### src/rtl/ipi_hub_pkg.sv
package ipi_hub_pkg;

  localparam int unsigned MAX_AGENTS = 11;
  localparam int unsigned WORD_W     = 32;

  localparam logic [7:0] OFF_RING = 8'h00;
  localparam logic [7:0] OFF_BUSY = 8'h04;
  localparam logic [7:0] OFF_STAT = 8'h10;
  localparam logic [7:0] OFF_MASK = 8'h14;
  localparam logic [7:0] OFF_UNMK = 8'h18;
  localparam logic [7:0] OFF_MSK1 = 8'h1C;

  // agents 3, 5, 6 accept secure traffic only
  localparam logic [MAX_AGENTS-1:0] SECURE_AGENTS = 11'b000_0110_1000;

  // sparse bit position of an agent inside every 32-bit register
  function automatic int unsigned agent_pos(int unsigned idx);
    if (idx == 0)      return 0;
    else if (idx < 3)  return idx + 7;
    else if (idx < 7)  return idx + 13;
    else               return idx + 17;
  endfunction

  function automatic logic [WORD_W-1:0] agent_map(int unsigned n);
    logic [WORD_W-1:0] m;
    m = '0;
    for (int unsigned i = 0; i < n; i++) m[agent_pos(i)] = 1'b1;
    return m;
  endfunction

endpackage

### src/rtl/ipi_hub_decode.sv
module ipi_hub_decode
  import ipi_hub_pkg::*;
#(
  parameter int unsigned N     = 11,
  parameter int unsigned SEL_W = 4
) (
  input  logic [SEL_W-1:0] bus_sel,
  input  logic [7:0]       bus_off,
  input  logic             bus_we,
  input  logic             bus_secure,
  output logic [N-1:0]     win_hot,
  output logic             win_ok,
  output logic             wr_ring,
  output logic             wr_ack,
  output logic             wr_unmask,
  output logic             wr_mask
);

  logic in_rng;
  logic sec_hit;

  for (genvar i = 0; i < N; i++) begin : g_hot
    assign win_hot[i] = (bus_sel == SEL_W'(i));
  end

  assign in_rng  = (bus_sel < SEL_W'(N));
  assign sec_hit = |(win_hot & SECURE_AGENTS[N-1:0]);
  assign win_ok  = in_rng && (bus_secure || !sec_hit);

  assign wr_ring   = bus_we && win_ok && (bus_off == OFF_RING);
  assign wr_ack    = bus_we && win_ok && (bus_off == OFF_STAT);
  assign wr_unmask = bus_we && win_ok && (bus_off == OFF_UNMK);
  assign wr_mask   = bus_we && win_ok && (bus_off == OFF_MSK1);

endmodule

### src/rtl/ipi_hub_pend.sv
module ipi_hub_pend #(
  parameter int unsigned N = 11
) (
  input  logic                clk,
  input  logic                rst_n,
  input  logic [N-1:0]        ring_hot,
  input  logic [N-1:0]        ack_hot,
  input  logic [N-1:0]        vec,
  output logic [N-1:0][N-1:0] pend_q
);

  // pend_q[a][b]: agent a has rung agent b and b has not answered
  for (genvar a = 0; a < N; a++) begin : g_src
    for (genvar b = 0; b < N; b++) begin : g_dst
      logic set_c, clr_c;
      assign set_c = ring_hot[a] && vec[b];
      assign clr_c = ack_hot[b] && vec[a];
      always_ff @(posedge clk or negedge rst_n) begin
        if (!rst_n)      pend_q[a][b] <= 1'b0;
        else if (set_c)  pend_q[a][b] <= 1'b1;   // ring beats answer
        else if (clr_c)  pend_q[a][b] <= 1'b0;
      end
    end
  end

endmodule

### src/rtl/ipi_hub_irq.sv
module ipi_hub_irq #(
  parameter int unsigned N = 11
) (
  input  logic                clk,
  input  logic                rst_n,
  input  logic [N-1:0]        unmask_hot,
  input  logic [N-1:0]        mask_hot,
  input  logic [N-1:0]        vec,
  input  logic [N-1:0][N-1:0] status,
  output logic [N-1:0][N-1:0] mask_q,
  output logic [N-1:0]        irq_o
);

  for (genvar b = 0; b < N; b++) begin : g_agent
    always_ff @(posedge clk or negedge rst_n) begin
      if (!rst_n) begin
        mask_q[b] <= '1;
        irq_o[b]  <= 1'b0;
      end else begin
        if (unmask_hot[b])    mask_q[b] <= mask_q[b] & ~vec;
        else if (mask_hot[b]) mask_q[b] <= mask_q[b] | vec;
        irq_o[b] <= |(status[b] & ~mask_q[b]);
      end
    end
  end

endmodule

### src/rtl/ipi_hub.sv
module ipi_hub
  import ipi_hub_pkg::*;
#(
  parameter int unsigned N     = 11,
  parameter int unsigned SEL_W = 4
) (
  input  logic              clk,
  input  logic              rst_n,
  input  logic [SEL_W-1:0]  bus_sel,
  input  logic [7:0]        bus_off,
  input  logic              bus_we,
  input  logic              bus_secure,
  input  logic [WORD_W-1:0] bus_wdata,
  output logic [WORD_W-1:0] bus_rdata,
  output logic [N-1:0]      irq_o
);

  localparam logic [WORD_W-1:0] MAP = agent_map(N);

  logic [N-1:0]        win_hot;
  logic                win_ok, wr_ring, wr_ack, wr_unmask, wr_mask;
  logic [N-1:0]        vec;
  logic [N-1:0][N-1:0] pend_q, status, mask_q;
  logic [N-1:0]        busy_sel, stat_sel, mask_sel;
  logic                unused_wbits;

  ipi_hub_decode #(.N(N), .SEL_W(SEL_W)) u_dec (
    .bus_sel(bus_sel), .bus_off(bus_off), .bus_we(bus_we),
    .bus_secure(bus_secure), .win_hot(win_hot), .win_ok(win_ok),
    .wr_ring(wr_ring), .wr_ack(wr_ack), .wr_unmask(wr_unmask),
    .wr_mask(wr_mask)
  );

  for (genvar i = 0; i < N; i++) begin : g_vec
    assign vec[i] = bus_wdata[agent_pos(i)];
  end
  assign unused_wbits = ^(bus_wdata & ~MAP);

  ipi_hub_pend #(.N(N)) u_pend (
    .clk(clk), .rst_n(rst_n),
    .ring_hot(win_hot & {N{wr_ring}}),
    .ack_hot(win_hot & {N{wr_ack}}),
    .vec(vec), .pend_q(pend_q)
  );

  for (genvar b = 0; b < N; b++) begin : g_tr_b
    for (genvar a = 0; a < N; a++) begin : g_tr_a
      assign status[b][a] = pend_q[a][b];
    end
  end

  ipi_hub_irq #(.N(N)) u_irq (
    .clk(clk), .rst_n(rst_n),
    .unmask_hot(win_hot & {N{wr_unmask}}),
    .mask_hot(win_hot & {N{wr_mask}}),
    .vec(vec), .status(status), .mask_q(mask_q), .irq_o(irq_o)
  );

  always_comb begin
    busy_sel = '0;
    stat_sel = '0;
    mask_sel = '0;
    for (int i = 0; i < N; i++) begin
      busy_sel |= pend_q[i] & {N{win_hot[i]}};
      stat_sel |= status[i] & {N{win_hot[i]}};
      mask_sel |= mask_q[i] & {N{win_hot[i]}};
    end
  end

  function automatic logic [WORD_W-1:0] spread(logic [N-1:0] v);
    logic [WORD_W-1:0] w;
    w = '0;
    for (int unsigned i = 0; i < N; i++) w[agent_pos(i)] = v[i];
    return w;
  endfunction

  always_comb begin
    bus_rdata = '0;
    if (win_ok) begin
      case (bus_off)
        OFF_BUSY: bus_rdata = spread(busy_sel);
        OFF_STAT: bus_rdata = spread(stat_sel);
        OFF_MASK: bus_rdata = spread(mask_sel);
        default:  bus_rdata = '0;
      endcase
    end
  end

endmodule

### config.mk
export PLATFORM = sky130hd
export DESIGN_NAME = ipi_hub
export DESIGN_NICKNAME = d
export VERILOG_FILES = /design/src/rtl/ipi_hub_pkg.sv /design/src/rtl/ipi_hub_decode.sv /design/src/rtl/ipi_hub_pend.sv /design/src/rtl/ipi_hub_irq.sv /design/src/rtl/ipi_hub.sv
export SDC_FILE = /design/constraint.sdc
export NUM_CORES = 1
export LEC_CHECK = 0
export ABC_AREA = 1
export BUFFER_PORTS_ARGS = -buffer_cell sky130_fd_sc_hd__clkbuf_2
export CAP_MARGIN = 25
export CORE_MARGIN = 3
export CORE_UTILIZATION = 60
export DETAILED_ROUTE_END_ITERATION = 16
export HOLD_SLACK_MARGIN = 0.12
export PLACE_DENSITY = 0.83
export SYNTH_ARGS = -nofsm -noshare
export SYNTH_HDL_FRONTEND = slang
export SYNTH_SLANG_ARGS = --single-unit
### constraint.sdc
create_clock -name clk -period 6.5 [get_ports clk]
set_clock_uncertainty 0.2 [all_clocks]
set_input_delay 1.95 -clock clk [delete_from_list [all_inputs] [get_ports clk]]
set_output_delay 1.95 -clock clk [all_outputs]
set_load 0.01 [all_outputs]
* Word-level counts from Yosys, hierarchy flattened *
Cells that the tools add are included.

word-level totals
  memory bits (read-only) = 0
  bits in writable memories = 0
  register bits after elaboration = 253
  output and inout bits = 43
  memories = 0
  bits in latches = 0

cells by class
  bitwise gates (word level) = 115
  divide/modulo/power cells = 0
  reductions and logical operators = 429
  shift-type cells = 0
  equal/unequal tests = 15
  order comparisons = 67
  multiplexer cells = 428
  add/sub/neg operators = 0
  $mul = 0

operator list
  kind                                                                 count
  2-to-1 mux 32 bit                                                    67
  greater-or-equal comparator 32 x 1 -> 1 bit (second input constant)  33
  less-than comparator 32 x 6 -> 1 bit (second input constant)         33
  bitwise mux 32 bit                                                   30
  AND 11 bit                                                           59
  OR 11 bit                                                            41
  logical AND 1 bit                                                    281
  2-to-1 mux 1 bit                                                     275
  nonzero test 2 bit                                                   132
  2-to-1 mux 11 bit                                                    22
  demux 1 bit (select 5 bit)                                           33
  inverter 11 bit                                                      12
  OR reduction 11 bit                                                  11
  AND 32 bit                                                           3
  case mux 32 bit (3 select lines)                                     1
  equality test 8 x 5 -> 1 bit (second input constant)                 4
  equality test 4 x 3 -> 1 bit (second input constant)                 4
  equality test 4 bit (second input constant)                          3
  equality test 4 x 2 -> 1 bit (second input constant)                 2
  equality test 8 x 3 -> 1 bit (second input constant)                 1
  zero test 8 bit                                                      1
  equality test 4 x 1 -> 1 bit (second input constant)                 1
  zero test 4 bit                                                      1
  less-than comparator 4 bit (second input constant)                   1
  3 further kinds                                                      3

* Depth between registers and ports, before layout *
  word-level depth = 25
  gate-level depth with buffers = 13
  mapped depth without buffers = 11

* Cells and area by module *
Synthesis repeated with hierarchy kept, for this count alone.

second synthesis, totals
  cells, all modules = 2513
  area total of the unflattened synthesis = 16206.8 um^2

by module, submodules not included
  module          area an instance (um^2)  instances  cells an instance
  ipi_hub_irq     6900.4                   1          913
  ipi_hub_pend    5156.2                   1          649
  ipi_hub         3915.0                   1          899
  ipi_hub_decode  235.2                    1          52

* Worst setup path before layout *
OpenSTA, ideal clock, no wires.

  path type = input-to-output
  start = input bus_sel[0]
  end = output bus_rdata[26]
  required time = 4.350 ns
  cell stages on the path = 11
  arrival = 3.193 ns
  path buffers = 2
  setup slack = 1.157 ns
  cell sequence = nor2_1 > clkbuf_1 > buf_1 > nand3_1 > nand2_1 > nor2_1 > nand3_1 > nand2_1 > nand3_1 > nand2_1 > inv_1

between the ends
  word-level cells in the longest chain between the ends = 25
  elaborated cells between the ends (all ways) = 114
  classes of those cells = order compare: 1; eq/ne: 10; mux: 32; bitwise: 66; reduce/logical: 5

ends and longest elaborated chain
  item                                                             line                                         source
  from (decl)                                                      ipi_hub.sv:9                                 input logic [SEL_W-1:0] bus_sel,
  equality test 4 x 1 -> 1 bit or zero test 4 bit (tied branches)  ipi_hub_decode.sv:23                         assign win_hot[i] = (bus_sel == SEL_W'(i));
  AND 11 bit (on tied branches)                                    ipi_hub.sv:66, ipi_hub.sv:64, ipi_hub.sv:65
  OR 11 bit (on tied branches) (10 in series)                      ipi_hub.sv:66, ipi_hub.sv:64, ipi_hub.sv:65
  AND 32 bit (no line)                                             --
  bitwise mux 32 bit (10 in series)                                ipi_hub.sv:73                                for (int unsigned i = 0; i < N; i++) w[agent_pos(i)] = v[i];
  case mux 32 bit (3 select lines)                                 ipi_hub.sv:80                                case (bus_off)
  2-to-1 mux 32 bit *                                              ipi_hub.sv:79                                if (win_ok) begin
  to (decl)                                                        ipi_hub.sv:14                                output logic [WORD_W-1:0] bus_rdata,

Every way passes the cells marked *; elsewhere a longest branch is shown, timed or not.

* Final worst setup path *
  start = input bus_sel[0]
  end = output bus_rdata[16]

The elaborated chain is that of the path after synthesis.

==> results by group <==
GRT
  – Initial antenna violation count: 2
  – Total Routing Usage GR: a little under half
  – Total gr overflow: 0
  – Vias in the first global route: 16,400
  – Largest net degree at the start of global routing: 124
  – First-pass GRT wire length: 101 mm

Timing
  – Max Fclk: about 0.16 GHz
  – Slew Limit Fails: 0
  – Setup Viol. Count Final: 0
  – Final WS setup: about 280 ps
  – Unrepaired setup endpoints after global routing: false
  – Fin crit share: 95.7%
  – Fin. Hold Viols: 0
  – Setup_tns: 0 ps
  – Worst Tran Pin Value: 1090 ps
  – Tmin final: 6220 ps
  – Max-slew headroom: 27.2%

Layout
  – Layout area overhead: 9.84%
  – Multi-input gate area: 7800 sq um
  – Layout cells sized above 1: 12.9%
  – Filler cells: between 2,000 and 2,500
  – Register Area: 6480 sq um
  – Final Cell Area: about 17,000 sq um
  – Fin util: 68.0%
  – Final nets: approximately 2,400

Drt
  – WL final: 67.6 mm
  – 1st-iter DRT viols: just under 3,000
  – Drt wl/cell: 25.3 microns
  – Vias per cell: ~6.6
  – Remaining antenna violation count: 0
  – # DRC: 0
  – DR pass1 iterations: 7
  – Vias: 17,700

Place
  – RePlAce Congestion: between 1 and 1.5
  – HPWL after detailed placement: 43.2 mm
  – Pre-CTS setup slack: 390 ps
  – DP Area: 16,300 sq um
  – IO buf count: 48

Setup path
  – Top Family by Delay on Critical Path: simple AND/OR/NAND/NOR gates
  – Critical path arrival: 4070 ps
  – CP startpoint kind: input pin
  – WS Path Type: in2out
  – Most common cell on crit path: nand2_1
  – Buf/Inv on CP: 4
  – Crit-path cells: clkbuf_2, nor2_2, nand2_1, buf_4, nor2_1, nor2_1, nand3_1, nand2_1, nand3_1, nand2_1, inv_1, clkbuf_2
  – CP max-delay cell: nor2_2
  – Crit-path max FO: 18
  – Crit path largest cell delay: between 400 and 500 ps
  – Crit end category: output pin
  – CP Launch Point: bus_sel[0]
  – Worst EP required: 4350 ps

Yosys
  – Async SR Flop Fraction: 100%
  – Synth Register Bits: approximately 250
  – Synth Flop Type: dfrtp_1
  – Synth area leaders: dfrtp_1, dfstp_2, nand2_1
  – Post-synth cell types: 31
  – Post-synth top area cell: dfrtp_1
  – Ys Warns: 0
  – Top-area cell type share of the netlist area: a little over a fifth
  – Most common cell in the netlist: nand2_1
  – Sequential area share after synthesis: 41.0%
  – Most common library cells after synthesis: nand2_1, nand3_1, inv_1, nor2_1, dfrtp_1
  – Syn Area/Cell: 6.69 sq um
  – EDFF count, synth: 0
  – Cell Area, Synth: ~16,000 sq um
  – Synthesized netlist cell count: 2,365

Floorplan
  – Die area: about 28,000 sq um
  – Die H: roughly 170 microns
  – Die width: 168 microns
  – Initial Utilization: 61.9%
  – CORE AREA: 25,500 sq um
  – I/O pins: 91
  – Number of cell rows: 58

Pwr
  – Leakage: 8.85 nW
  – VDD IR-drop max: 0.278 mV
  – Power Density: 213 nW/um^2

CTS
  – CTS tree: built
  – Root Buffer Master: clkbuf_16
  – Clk sinks: around 250
  – H-Tree Depth: 1
  – Hold_buf cts: 0
  – Total CTS buffers: 29
  – Post-CTS Setup Inserts: 0
  – Skew-Pair Late Insertion Delay: about 570 ps
  – Post-CTS resize count: 0
  – Max Buffers Root-to-Sink: 3
  – Clock Pin Slew Worst Setup and Hold Paths: about 60 ps

Worst hold path
  – Hold Path Class: reg2reg

Run
  – Max cap viols: 0

Status
  – Run status: finished, final reports clean
[path summary, 6_finish.rpt]
check	end	depth (start not counted)	slack (ps)
max in group asynchronous	u_pend.pend_q[110]	2	3750
setup / recovery	bus_rdata[16]	12	280
setup reg to reg	u_irq.irq_o[0]	5	4420
min in group asynchronous	u_irq.irq_o[3]	1	1150
hold reg to reg	flip-flop	2	270
hold / removal	flip-flop	2	270
[placed cells by master, fill, tap and decap left out, types with 5 or more instances in the layout]
cell type  count
a21oi_1      114
a221oi_1      21
buf_12        16
buf_4         48
bufinv_16      6
clkbuf_1       8
clkbuf_16     29
clkbuf_2      47
clkbuf_8       5
clkinv_1      12
conb_1        21
dfrtp_1      132
dfstp_2      121
inv_1        166
nand2_1      774
nand3_1      491
nand4_1       13
nor2_1       149
nor2_4        13
nor3_1       112
o21ai_0       13
o22ai_1        6
[routing by layer]
| metal | routed length, microns | global-route usage [%] | share of wire [%] | vias to the layer above |
|---|---|---|---|---|
| met1 | 23500 | 61.9 | 35 | 8226 |
| met4 | 5360 | 27.9 | 7.9 | 4 |
| met3 | 10600 | 15.0 | 16 | 373 |
| met5 | 29 | 0 | 0.043 | - |
| met2 | 28200 | 67.1 | 42 | 1609 |
| li1 | - | - | - | 7530 |
[cells by family after synthesis]
family | Yosys count | share of synthesized area (%)
other | 1 | 0.0237
AOI/OAI and AO/OA | 162 | 5.82
and+or+nand+nor | 1562 | 42.4
buffers and inverters | 387 | 10.8
DFF | 253 | 41.0
[report_power, final]
group          leakage [nW]  internal, mW  switching, mW
logic                  5.23        0.0493          0.237
registers              3.11          1.59        0.00539
clock network         0.503          1.11          0.706
[stage by stage]
stage          cells  power [mW]  hold slack (ps)
2_1_floorplan   2385        1.75              243
3_3_place_gp    2620        1.89              254
3_5_place_dp    2620        1.89              257
4_1_cts         2673        3.67              267
5_1_grt         2674        3.76              286
6_report        2675        3.69              265
[layout make-up]
cell class,count,area share (%)
clock buffer,42,4.75
antenna,1,0.0144
sequential,253,37.3
timing repair buffer,113,5.52
tap,330,2.38
multi-input combinational,1745,44.9
inverter,180,3.89
clock inverter,11,1.20
[worst min-delay path, stage by stage (launching register included)]
cell     delay (ps)
dfstp_2         370
nand2_1          50
nand2_1          40
Note: power is estimated with default switching activity, not from simulation.
